File: src/rtl/sm3_pkg.sv
package sm3_pkg;
  localparam int unsigned SM3_DW = 8;

  typedef enum logic [1:0] {
    PICK_NONE = 2'd0,
    PICK_A    = 2'd1,
    PICK_B    = 2'd2
  } pick_t;
endpackage

File: src/rtl/sm3_merge2.sv
module sm3_merge2
  import sm3_pkg::*;
#(
  parameter int unsigned W = SM3_DW
) (
  input  logic         clk,
  input  logic         rst_n,
  input  logic         restart,
  input  logic         a_valid,
  input  logic [W-1:0] a_data,
  input  logic         a_end,
  output logic         a_ready,
  input  logic         b_valid,
  input  logic [W-1:0] b_data,
  input  logic         b_end,
  output logic         b_ready,
  output logic         o_valid,
  output logic [W-1:0] o_data,
  output logic         o_end,
  input  logic         o_ready
);
  logic         vld_q;
  logic [W-1:0] dat_q;
  logic         a_done, b_done, slot_free;
  pick_t        pick;

  always_comb begin
    a_done    = a_end && !a_valid;
    b_done    = b_end && !b_valid;
    slot_free = !vld_q || o_ready;
    pick      = PICK_NONE;
    if (a_valid && b_valid)
      pick = ($signed(a_data) <= $signed(b_data)) ? PICK_A : PICK_B;
    else if (a_valid && b_done)
      pick = PICK_A;
    else if (b_valid && a_done)
      pick = PICK_B;
  end

  assign a_ready = slot_free && (pick == PICK_A);
  assign b_ready = slot_free && (pick == PICK_B);
  assign o_valid = vld_q;
  assign o_data  = dat_q;
  assign o_end   = a_done && b_done && !vld_q;

  always_ff @(posedge clk or negedge rst_n) begin
    if (!rst_n) begin
      vld_q <= 1'b0;
      dat_q <= '0;
    end else if (restart) begin
      vld_q <= 1'b0;
      dat_q <= '0;
    end else if (slot_free) begin
      vld_q <= (pick != PICK_NONE);
      if (pick == PICK_A)      dat_q <= a_data;
      else if (pick == PICK_B) dat_q <= b_data;
    end
  end
endmodule

File: src/rtl/sm3_uniq.sv
module sm3_uniq
  import sm3_pkg::*;
#(
  parameter int unsigned W = SM3_DW
) (
  input  logic         clk,
  input  logic         rst_n,
  input  logic         restart,
  input  logic         in_valid,
  input  logic [W-1:0] in_data,
  input  logic         in_end,
  output logic         in_ready,
  output logic         out_valid,
  output logic [W-1:0] out_data,
  output logic         out_end,
  input  logic         out_ready
);
  logic         vld_q, have_q, end_q;
  logic [W-1:0] dat_q, last_q;
  logic         slot_free, fresh;

  assign slot_free = !vld_q || out_ready;
  assign fresh     = !have_q || (in_data != last_q);
  assign in_ready  = slot_free;
  assign out_valid = vld_q;
  assign out_data  = dat_q;
  assign out_end   = end_q;

  always_ff @(posedge clk or negedge rst_n) begin
    if (!rst_n) begin
      vld_q  <= 1'b0;
      have_q <= 1'b0;
      end_q  <= 1'b0;
      dat_q  <= '0;
      last_q <= '0;
    end else if (restart) begin
      vld_q  <= 1'b0;
      have_q <= 1'b0;
      end_q  <= 1'b0;
      dat_q  <= '0;
      last_q <= '0;
    end else begin
      if (slot_free) begin
        vld_q <= in_valid && fresh;
        if (in_valid && fresh) dat_q <= in_data;
        if (in_valid) begin
          have_q <= 1'b1;
          last_q <= in_data;
        end
      end
      if (in_end && !vld_q) end_q <= 1'b1;
    end
  end
endmodule

File: src/rtl/sorted_merge3_uniq.sv
module sorted_merge3_uniq
  import sm3_pkg::*;
#(
  parameter int unsigned W = SM3_DW
) (
  input  logic         clk,
  input  logic         rst_n,
  input  logic         restart,
  input  logic         s0_valid,
  input  logic [W-1:0] s0_data,
  input  logic         s0_end,
  output logic         s0_ready,
  input  logic         s1_valid,
  input  logic [W-1:0] s1_data,
  input  logic         s1_end,
  output logic         s1_ready,
  input  logic         s2_valid,
  input  logic [W-1:0] s2_data,
  input  logic         s2_end,
  output logic         s2_ready,
  output logic         out_valid,
  output logic [W-1:0] out_data,
  input  logic         out_ready,
  output logic         out_end
);
  logic         t1_valid, t1_ready, t1_end;
  logic [W-1:0] t1_data;
  logic         t2_valid, t2_ready, t2_end;
  logic [W-1:0] t2_data;

  sm3_merge2 #(.W(W)) i_lower (
    .clk(clk), .rst_n(rst_n), .restart(restart),
    .a_valid(s0_valid), .a_data(s0_data), .a_end(s0_end), .a_ready(s0_ready),
    .b_valid(s1_valid), .b_data(s1_data), .b_end(s1_end), .b_ready(s1_ready),
    .o_valid(t1_valid), .o_data(t1_data), .o_end(t1_end), .o_ready(t1_ready)
  );

  sm3_merge2 #(.W(W)) i_upper (
    .clk(clk), .rst_n(rst_n), .restart(restart),
    .a_valid(t1_valid), .a_data(t1_data), .a_end(t1_end), .a_ready(t1_ready),
    .b_valid(s2_valid), .b_data(s2_data), .b_end(s2_end), .b_ready(s2_ready),
    .o_valid(t2_valid), .o_data(t2_data), .o_end(t2_end), .o_ready(t2_ready)
  );

  sm3_uniq #(.W(W)) i_dedup (
    .clk(clk), .rst_n(rst_n), .restart(restart),
    .in_valid(t2_valid), .in_data(t2_data), .in_end(t2_end), .in_ready(t2_ready),
    .out_valid(out_valid), .out_data(out_data), .out_end(out_end),
    .out_ready(out_ready)
  );
endmodule

File: config.mk
export PLATFORM = sky130hd
export DESIGN_NAME = sorted_merge3_uniq
export DESIGN_NICKNAME = d
export VERILOG_FILES = /design/src/rtl/sm3_pkg.sv /design/src/rtl/sm3_merge2.sv /design/src/rtl/sm3_uniq.sv /design/src/rtl/sorted_merge3_uniq.sv
export SDC_FILE = /design/constraint.sdc
export NUM_CORES = 1
export LEC_CHECK = 0
export BUFFER_PORTS_ARGS = -buffer_cell sky130_fd_sc_hd__buf_2
export CAP_MARGIN = 30
export CORE_MARGIN = 1.5
export CORE_UTILIZATION = 44
export CTS_BUF_LIST = sky130_fd_sc_hd__clkbuf_2 sky130_fd_sc_hd__clkbuf_4 sky130_fd_sc_hd__clkbuf_8
export CTS_CLUSTER_SIZE = 30
export DETAILED_ROUTE_END_ITERATION = 10
export PLACE_DENSITY = 0.7
export SYNTH_ARGS = -nofsm -noshare
export SYNTH_HDL_FRONTEND = slang
export SYNTH_HIERARCHICAL = 1
export SYNTH_SLANG_ARGS = --single-unit
File: constraint.sdc
create_clock -name clk -period 2.45 [get_ports clk]
set_input_delay 0.3675 -clock clk [delete_from_list [all_inputs] [get_ports clk]]
set_output_delay 0.3675 -clock clk [all_outputs]
set_load 0.02 [all_outputs]
==> out/results.ini <==
[outcome]
run_status = finished with violations
violations = negative setup slack

[routing]
drt_wl_total_mm = 6.58
detailedRoute.firstIterationViolations = 162
vias_per_cell = 5.81
drt_pass1_iterations = 4
wire_per_inst_um = 15.1
drt_drc_violations_left = 0
vias = 2541
ant_nets = 0

[logic_synthesis]
synth_top_cells_by_count = dfrtp_1 (37), nor2_1 (34), nand2_1 (32), inv_1 (22), a21oi_1 (20)
yosysMostFrequentCell = dfrtp_1
ys_types = 33
syn_area_per_cell_um2 = 8.33
asyncSetResetFlopFracSynth_pct = 100
synth_cells = 304
synth_top_flop_cell = dfrtp_1
cell_type_with_the_largest_total_area_after_synthesis = dfrtp_1
synth_fp_nets = 354
ys_ff_latch = 37
synth_top_area_share_pct = 36.6
synth_warnings = 6
synth_sequential_area_ratio_pct = 36.6
synth.cell_area_um2 = 2530
netlist_top_cells_area = dfrtp_1 (37%), ha_1 (7.9%), a311oi_1 (5.5%)
synth_enable_flop_cells = 0

[hold_path]
min_path_type = input pin to asynchronous set/reset pin

[clock_tree]
clock_tree.htree_level_count = 2
cts_made_buffers = 5
clock_sinks = 37
clk_latency_ns = 0.29
clkSlewWorstSetupHoldPaths_ns = 0.08
cts-hold-fix-buffers = 0
clock_path_buffers = 2
tritoncts = yes
cts-root-buf = clkbuf_8

[floorplanning]
initial_utilization_pct = 45.7
top_level_pins = 47
rows = 27
die_h_um = 78.9
floorplan.die_area_um2 = 6220
core-area_um2 = 5540
dieWidth_um = 78.9

[pwr]
power.total_mw = 1.62
power.clock.fraction_pct = 26.6
p_comb_share_pct = 30.2
max-vdd-ir-drop_mv = 0.272
power.switching_mw = 0.569
leakage_nw = 1.43
switching_share_pct = 35.1
p_int_mw = 1.05
pwr-share-seq_pct = 43.2
powerDensity_nw_per_um2 = 520

[global_routing]
global_route.usage.met3_pct = 4.25
global_route_track_usage_on_met2_pct = 37.6
grt_start_max_net_pins = 38
grt-busiest-layer = met2
grt_antenna_before_repair = 0
wire_length_of_the_first_global_routing_pass_mm = 11.2
first_global_vias = 2444
gr-usage-met1_pct = 30.2
gr-total-overflow = 0
grt_util_all_layers_pct = 22.6

[setup_path]
master_of_the_slowest_instance_on_the_critical_path = a2111o_1
crit_path_end_kind = output port
slowest_delay_ns = 0.41
timing.critical_path.arrival_ns = 2.25
critical_path_source_type = flop
crit_buf_inv = 1
cp_cell_sequence = ha_1 -> nand4_1 -> nor2_1 -> a2111o_1 -> a21oi_2 -> nor2b_2 -> nor4_2 -> buf_4
path_max_fanout = 4
cpLargestDelayFamily = compound AO/OA/AOI/OAI gates
critPathRequiredTime_ns = 2.08
crit_type = flop to output port

[timing]
final.setup_skew_ns = 0.00675
max_clock_freq_mhz = 382
tightest_slew_ns = 0.841
final_critical_path_setup_slack_ns = -0.170
max-slew-margin-rel_pct = 43.9
tns_ns = -0.354
setup-violations-final = 3
hold_violations = 0
rsz0062_at_grt = true
fin_crit_sh_pct = 107
final-max-slew-violation-count = 0
timing.final.crit_period_ns = 2.62

[layout]
syn2layout_area_growth_pct = 23.1
final_nets = 414
drive_above_1_share_pct = 24.7
number_of_antenna_repair_diodes = 0

[run]
max_cap_violations = 0

[place]
port-buffer-count = 46
hpwl_mm = 5.02
place.gp.congestion = 0.911

cells by family (layout without fill, tap and decap cells):
| logic type | Yosys count | after routing | synth area share [%] |
|---|---|---|---|
| xor gates and xnor gates | 8 | 8 | 2.77 |
| and+or+nand+nor | 123 | 123 | 23.4 |
| adders and majority gates | 16 | 16 | 7.91 |
| AOI/OAI and AO/OA | 81 | 81 | 23.1 |
| buffers and inverters | 39 | 100 | 6.23 |
| DFF | 37 | 37 | 36.6 |
sequential cells by signal (all words and copies together) (netlist names):
signal,cells
i_dedup/have_q,1
i_dedup/out_data,8
i_lower/o_data,8
i_dedup/last_q,8
i_upper/o_data,8
i_dedup/out_end,1
i_dedup/out_valid,1
i_upper/o_valid,1
i_lower/o_valid,1
worst register-to-register path: cells and delay by family, from the launching register on:
family | cells | cell delay, ns
buffers and inverters | 1 | 0.16
AND/OR/NAND/NOR | 4 | 0.38
flip-flops | 1 | 0.40
adder cells (fa/ha/maj) | 1 | 0.32
AO/OA/AOI/OAI | 4 | 0.99
power by group through the flow:
stage          registers [mW]  logic (mW)  clock network (mW)
2_1_floorplan           0.711       0.278                   0
3_3_place_gp            0.712       0.447                   0
3_5_place_dp            0.713       0.454                   0
4_1_cts                 0.700       0.475               0.441
5_1_grt                 0.706       0.545               0.473
6_report                0.701       0.489               0.432
what timing repair did:
item	4_1_cts	5_1_grt
pin swaps	3	2
setup endpoints to repair	3	10
setup buffers	3	1
gates resized for setup	6	5
final timing paths:
path,startpoint,to,slack [ns],depth (start not counted)
max in group asynchronous,rst_n,i_upper/o_data[2],1.75,1
worst max register to register,i_lower/o_data[6],i_lower/o_data[1],0.11,10
min in group clk,s1_data[2],i_lower/o_data[2],0.35,3
worst max-delay path,i_lower/o_data[6],s1_ready,-0.17,8
worst min-delay path,rst_n,i_dedup/out_data[1],0.17,1
worst min register to register,i_dedup/have_q,i_dedup/have_q,0.50,2
cell usage in the layout (no fill, tap or decap), drive strengths merged, types with 3 or more instances in the layout:
cell / count
o211ai: 8
or4: 8
nand4: 15
nand2: 32
xor2: 3
o22a: 8
inv: 22
nor2: 34
buf: 70
nand2b: 3
nor3: 5
a21oi: 20
a311oi: 16
dfrtp: 37
nand3: 16
xnor2: 5
clkbuf: 5
ha: 16
o21ai: 20
through the flow:
| stage | instances | hold slack, ns | cell area (µm²) | util (%) | worst slack, ns |
|---|---|---|---|---|---|
| 6_report | 437 | 0.173 | 3120 | 56.3 | -0.170 |
| 2_1_floorplan | 304 | 0.0719 | 2540 | - | 0.00629 |
| 3_3_place_gp | 425 | 0.475 | 2950 | 53.3 | 0.00193 |
| 4_1_cts | 436 | 0.201 | 3090 | 55.7 | -0.138 |
| 5_1_grt | 437 | 0.220 | 3120 | 56.3 | -0.263 |
| 3_5_place_dp | 425 | 0.488 | 2950 | 53.3 | -0.0793 |
layer usage:
| layer | vias to the layer above | wire, µm |
|---|---|---|
| met5 | - | 0 |
| met4 | 0 | 78 |
| met3 | 7 | 337 |
| met2 | 82 | 3070 |
| met1 | 1220 | 3100 |
| li1 | 1232 | - |
area by class of cell:
class,instances,area [µm²]
Fill cell,528,2420
Inverter,22,82.6
Clock inverter,3,17.5
Sequential cell,37,926
Timing Repair Buffer,70,428
Tap cell,72,90.1
Clock buffer,5,68.8
Multi-Input combinational cell,228,1500
Note: power is estimated with default switching activity, not from simulation.
